`src/rtl/arb_pkg.sv`:
```
package arb_pkg;
  localparam int PRIO_W = 2;
  localparam int LEVELS = 1 << PRIO_W;

  typedef enum logic [1:0] {
    OWN_NONE = 2'd0,
    OWN_CPU  = 2'd1,
    OWN_BRG  = 2'd2
  } owner_e;
endpackage

```
`src/rtl/arb_sneak_en.sv`:
```
module arb_sneak_en #(
  parameter int LEVELS = 4
) (
  input  logic              clk,
  input  logic              rst_n,
  input  logic              we,
  input  logic [LEVELS-1:0] wdata,
  output logic [LEVELS-1:0] en
);
  always_ff @(posedge clk) begin
    if (!rst_n)  en <= '0;
    else if (we) en <= wdata;
  end
endmodule

```
`src/rtl/arb_sneak_qual.sv`:
```
module arb_sneak_qual #(
  parameter int          AW       = 32,
  parameter int          PRIO_W   = 2,
  parameter int          LEVELS   = 4,
  parameter logic [AW-1:0] DDR_BASE = '0,
  parameter logic [AW-1:0] DDR_MASK = '0
) (
  input  logic [LEVELS-1:0] en,
  input  logic [PRIO_W-1:0] sys_prio,
  input  logic [AW-1:0]     cpu_addr,
  input  logic              mem_idle,
  input  logic              brg_valid,
  input  logic              sys_active,
  output logic              ok
);
  logic ddr_hit;
  logic level_on;

  assign ddr_hit  = (cpu_addr & DDR_MASK) == DDR_BASE;
  assign level_on = en[sys_prio];
  assign ok       = mem_idle && !brg_valid && sys_active && ddr_hit && level_on;
endmodule

```
`src/rtl/arb_turn.sv`:
```
module arb_turn (
  input  logic clk,
  input  logic rst_n,
  input  logic toggle,
  output logic turn_cpu
);
  always_ff @(posedge clk) begin
    if (!rst_n)      turn_cpu <= 1'b0;
    else if (toggle) turn_cpu <= !turn_cpu;
  end
endmodule

```
`src/rtl/dual_rate_arbiter.sv`:
```
module dual_rate_arbiter #(
  parameter int            AW       = 32,
  parameter logic [AW-1:0] DDR_BASE = '0,
  parameter logic [AW-1:0] DDR_MASK = {2'b11, {(AW-2){1'b0}}}
) (
  input  logic                        clk,
  input  logic                        rst_n,
  input  logic                        cpu_req,
  input  logic [arb_pkg::PRIO_W-1:0]  cpu_prio,
  input  logic [AW-1:0]               cpu_addr,
  input  logic                        cpu_done,
  input  logic                        sys_active,
  input  logic [arb_pkg::PRIO_W-1:0]  sys_prio,
  input  logic                        brg_valid,
  input  logic                        brg_done,
  input  logic                        cfg_we,
  input  logic [arb_pkg::LEVELS-1:0]  cfg_wdata,
  output logic                        gnt_cpu,
  output logic                        gnt_brg,
  output logic                        gnt_sneak
);
  import arb_pkg::*;

  owner_e              own_q;
  logic                sneak_q;
  logic [LEVELS-1:0]   en;
  logic                turn_cpu;
  logic                sneak_ok;
  logic                mem_idle;
  logic                contested;
  logic                prio_eq;
  logic                cpu_wins;
  logic                pick_cpu, pick_brg, pick_snk, tog;

  assign mem_idle  = (own_q == OWN_NONE);
  assign contested = sys_active || brg_valid;
  assign prio_eq   = (cpu_prio == sys_prio);
  assign cpu_wins  = (cpu_prio > sys_prio) || (prio_eq && turn_cpu);

  arb_sneak_en #(.LEVELS(LEVELS)) u_en (
    .clk(clk), .rst_n(rst_n), .we(cfg_we), .wdata(cfg_wdata), .en(en)
  );

  arb_sneak_qual #(
    .AW(AW), .PRIO_W(PRIO_W), .LEVELS(LEVELS),
    .DDR_BASE(DDR_BASE), .DDR_MASK(DDR_MASK)
  ) u_qual (
    .en(en), .sys_prio(sys_prio), .cpu_addr(cpu_addr), .mem_idle(mem_idle),
    .brg_valid(brg_valid), .sys_active(sys_active), .ok(sneak_ok)
  );

  arb_turn u_turn (
    .clk(clk), .rst_n(rst_n), .toggle(tog), .turn_cpu(turn_cpu)
  );

  // Decision made only while the memory-side bus is idle.
  always_comb begin
    pick_cpu = 1'b0;
    pick_brg = 1'b0;
    pick_snk = 1'b0;
    tog      = 1'b0;
    if (mem_idle) begin
      if (cpu_req && !contested) begin
        pick_cpu = 1'b1;
      end else if (cpu_req && cpu_wins) begin
        pick_cpu = 1'b1;
        tog      = prio_eq;
      end else if (brg_valid) begin
        pick_brg = 1'b1;
        tog      = cpu_req && prio_eq;
      end else if (cpu_req && sneak_ok) begin
        pick_cpu = 1'b1;
        pick_snk = 1'b1;
      end
    end
  end

  always_ff @(posedge clk) begin
    if (!rst_n) begin
      own_q   <= OWN_NONE;
      sneak_q <= 1'b0;
    end else if (mem_idle) begin
      if (pick_cpu)      own_q <= OWN_CPU;
      else if (pick_brg) own_q <= OWN_BRG;
      sneak_q <= pick_snk;
    end else if ((own_q == OWN_CPU && cpu_done) || (own_q == OWN_BRG && brg_done)) begin
      own_q   <= OWN_NONE;
      sneak_q <= 1'b0;
    end
  end

  assign gnt_cpu   = (own_q == OWN_CPU);
  assign gnt_brg   = (own_q == OWN_BRG);
  assign gnt_sneak = sneak_q;
endmodule

```
`config.mk`:
```
export PLATFORM = sky130hd
export DESIGN_NAME = dual_rate_arbiter
export DESIGN_NICKNAME = d
export VERILOG_FILES = /design/src/rtl/arb_pkg.sv /design/src/rtl/arb_sneak_en.sv /design/src/rtl/arb_sneak_qual.sv /design/src/rtl/arb_turn.sv /design/src/rtl/dual_rate_arbiter.sv
export SDC_FILE = /design/constraint.sdc
export NUM_CORES = 1
export LEC_CHECK = 0
export BUFFER_PORTS_ARGS = -buffer_cell sky130_fd_sc_hd__buf_4
export CORE_MARGIN = 2
export CORE_UTILIZATION = 33
export DETAILED_ROUTE_END_ITERATION = 6
export PLACE_DENSITY = 0.77
export SETUP_SLACK_MARGIN = 0.5
export SLEW_MARGIN = 20
export SYNTH_ARGS = -nofsm -noshare
export SYNTH_HDL_FRONTEND = slang
export SYNTH_SLANG_ARGS = --single-unit
```
`constraint.sdc`:
```
create_clock -name clk -period 1.6 [get_ports clk]
set_input_delay 0.32 -clock clk [delete_from_list [all_inputs] [get_ports clk]]
set_output_delay 0.32 -clock clk [all_outputs]
set_load 0.05 [all_outputs]
```
==> out/metrics.cfg <==
[status]
status=finished, final reports clean

[detailed_routing]
wire_per_inst_um=11.9
vias_per_cell=5.09
route.detailed.drc=0
routed_wl_mm=1.13
first_pass_iters=4
drtIter0Drc=4
postRouteAntennaNets=0
vias=484

[clock_network]
cts.sinks=8
htreeDepth=1
cts-root-buf=clkbuf_4
cts_tree=done
clk_pin_slew_ns=0.06
clock_latency_ns=0.26
hold_buffers=0
numCtsBuffers=3
clock_path_buffers=2

[worst_setup_path]
worst-path-buf-inv=1
rr_endpoint=own_q[0]
path_cells=nor2b_4 -> buf_6
r2r_cells=3
r2r-start=u_en.en[3]
cp_slowest_cell=dfxtp_4
arrival_ns=0.95
slowest_delay_ns=0.38
critPathLaunchType=register
crit_required_ns=1.28
worst-path-stages=2
reg2reg_slack_ns=0.34
path_class=reg -> out
crit_fanout=4
end_kind=primary output
cp_top_family=flip-flops

[worst_hold_path]
hold_depth=3
holdCritPathClass=in -> reg
min_from=cfg_wdata[1]
min_to=u_en.en[1]

[die]
die_area_mm2=0.00177
ios=51
core_area_mm2=0.00133
start_util=0.358
rows=13
die_width_um=42.1
fp.dieH_um=42.1

[synth]
ys_types=20
ys_seq_area_frac=0.335
syn_avg_cell_area_um2=8.85
synthXorXnorAreaFrac=0
yosys.area_share.simple=0.254
syn_inst=54
synth_top_family_by_area=simple AND/OR/NAND/NOR gates
ys_warn_count=0
synthMuxAreaShare=0.152
synth-adder-area-share=0.0524
ys_ff_latch=8
synth_compound_area_frac=0.168
synth.cell_area_um2=478
syn_nets=104

[timing]
grt_setup_unrepaired=true
worst_pin_slew_ns=0.240
fmax_ghz=0.786
maxSlewViolCount=0
slew_headroom=0.839
fin_setup_tns_ns=0
finalCritPeriodShare=0.796
fin_ws_ns=0.327
period_needed_ns=1.27
hold_viol=0
setup_viol=0
skew_ns=0.0136

[placed_design]
place_inst=88
dp_hpwl_um=884
dpl_worst_slack_ns=0.136
place.port_buffers=20
place.gp.congestion=0.711

[cells_and_area]
drive_above_1_share=0.538
instances_no_fill=95
nFillCells=115
final_nets=132
ff_latch_area_um2=170
syn2layout_area_growth_pct=66.0
multi_input_area_um2=369
final_cell_mix=buf_4 (20), nor2b_1 (8), mux2i_1 (5), buf_6 (4), dfxtp_1 (4)
diodes=0
layout_commonest_cell=buf_4

[global_routing]
grt_usage=0.144
grt_overflow=0
grt_pass1_vias=470
grt_max_degree=10
antenna_found_initial=0
grt_first_pass_wirelength_mm=1.92

[power]
switching_share=0.295
p_comb_frac=0.328
p_leak_nw=0.373
p_seq_frac=0.393
p_int_mw=0.409
clockPowerShare=0.279
power_mw=0.580
powerDensity_mw_per_mm2=732
switchingPower_mw=0.171
max-vdd-ir-drop_mv=0.326

[run]
maxCapViolCount=0

[cells in the mapped netlist]
| master | number | area [um^2] |
|---|---|---|
| a21boi_0 | 2 | 15.0 |
| a21oi_1 | 2 | 10.0 |
| a22oi_1 | 1 | 7.51 |
| a41o_1 | 1 | 10.0 |
| and4_1 | 1 | 8.76 |
| clkbuf_1 | 1 | 3.75 |
| dfxtp_1 | 8 | 160 |
| ha_1 | 2 | 25.0 |
| inv_1 | 4 | 15.0 |
| mux2i_1 | 5 | 50.1 |
| mux4_2 | 1 | 22.5 |
| nand2_1 | 3 | 11.3 |
| nand2b_1 | 3 | 18.8 |
| nand4_1 | 1 | 6.26 |
| nor2_1 | 2 | 7.51 |
| nor2b_1 | 10 | 62.6 |
| o211a_1 | 1 | 10.0 |
| o211ai_1 | 1 | 7.51 |
| o21ai_0 | 4 | 20.0 |
| or2_2 | 1 | 6.26 |
[flip-flops by register name (all words and copies together) (netlist names)]
signal           cells
u_en.en              4
u_turn.turn_cpu      1
gnt_sneak            1
own_q                2
[metrics by stage]
stage | area [um^2] | utilization | hold slack [ns]
floorplan | 536 | - | 0.448
global placement | 701 | 0.525 | 0.497
detailed placement | 701 | 0.525 | 0.504
CTS | 778 | 0.583 | 0.309
global route | 793 | 0.595 | 0.322
finish | 793 | 0.595 | 0.312
[power by group through the flow]
stage / sequential, mW / combinational [mW] / clock [mW]
global route: 0.230 / 0.209 / 0.175
CTS: 0.227 / 0.185 / 0.169
detailed placement: 0.229 / 0.164 / 0
global placement: 0.229 / 0.160 / 0
finish: 0.228 / 0.190 / 0.162
floorplan: 0.226 / 0.104 / 0
[worst reg2reg max path, cell delays in order, from the launching register on]
cell,delay [ns]
dfxtp_2,0.32
mux4_2,0.46
and4_4,0.17
o211a_1,0.20
[logic make-up (layout without fill, tap and decap cells)]
family,after synthesis,in the layout
AOI/OAI and AO/OA,12,12
adders and majority gates,2,2
buffers and inverters,5,31
DFF,8,8
muxes,6,6
and+or+nand+nor,21,21
[cell type report]
type | instances | area share
Multi-Input combinational cell | 41 | 0.465
Inverter | 4 | 0.0221
Sequential cell | 8 | 0.215
Timing Repair Buffer | 24 | 0.246
Tap cell | 15 | 0.0237
Clock buffer | 3 | 0.0284
[repair_timing]
action	CTS	global route
pin swaps	1	4
gates resized for setup	11	4
hold endpoints to repair	0	0
setup buffers	3	1
endpoints found under the setup margin	5	7
[worst max-delay path by stage]
stage / start / to
after floorplan: sys_prio[0] / gnt_sneak
after global placement: sys_prio[0] / gnt_sneak
after detailed placement: sys_prio[0] / own_q[0]
after CTS: own_q[0] / gnt_cpu
after global routing: own_q[0] / gnt_cpu
final: own_q[0] / gnt_cpu
[metal layers]
metal	share of wire	GRT usage
met1	0.44	0.174
met2	0.46	0.213
met3	0.068	0.0603
met4	0.030	0.0875
met5	0	0
No activity file was read; power rests on OpenSTA's default activity.
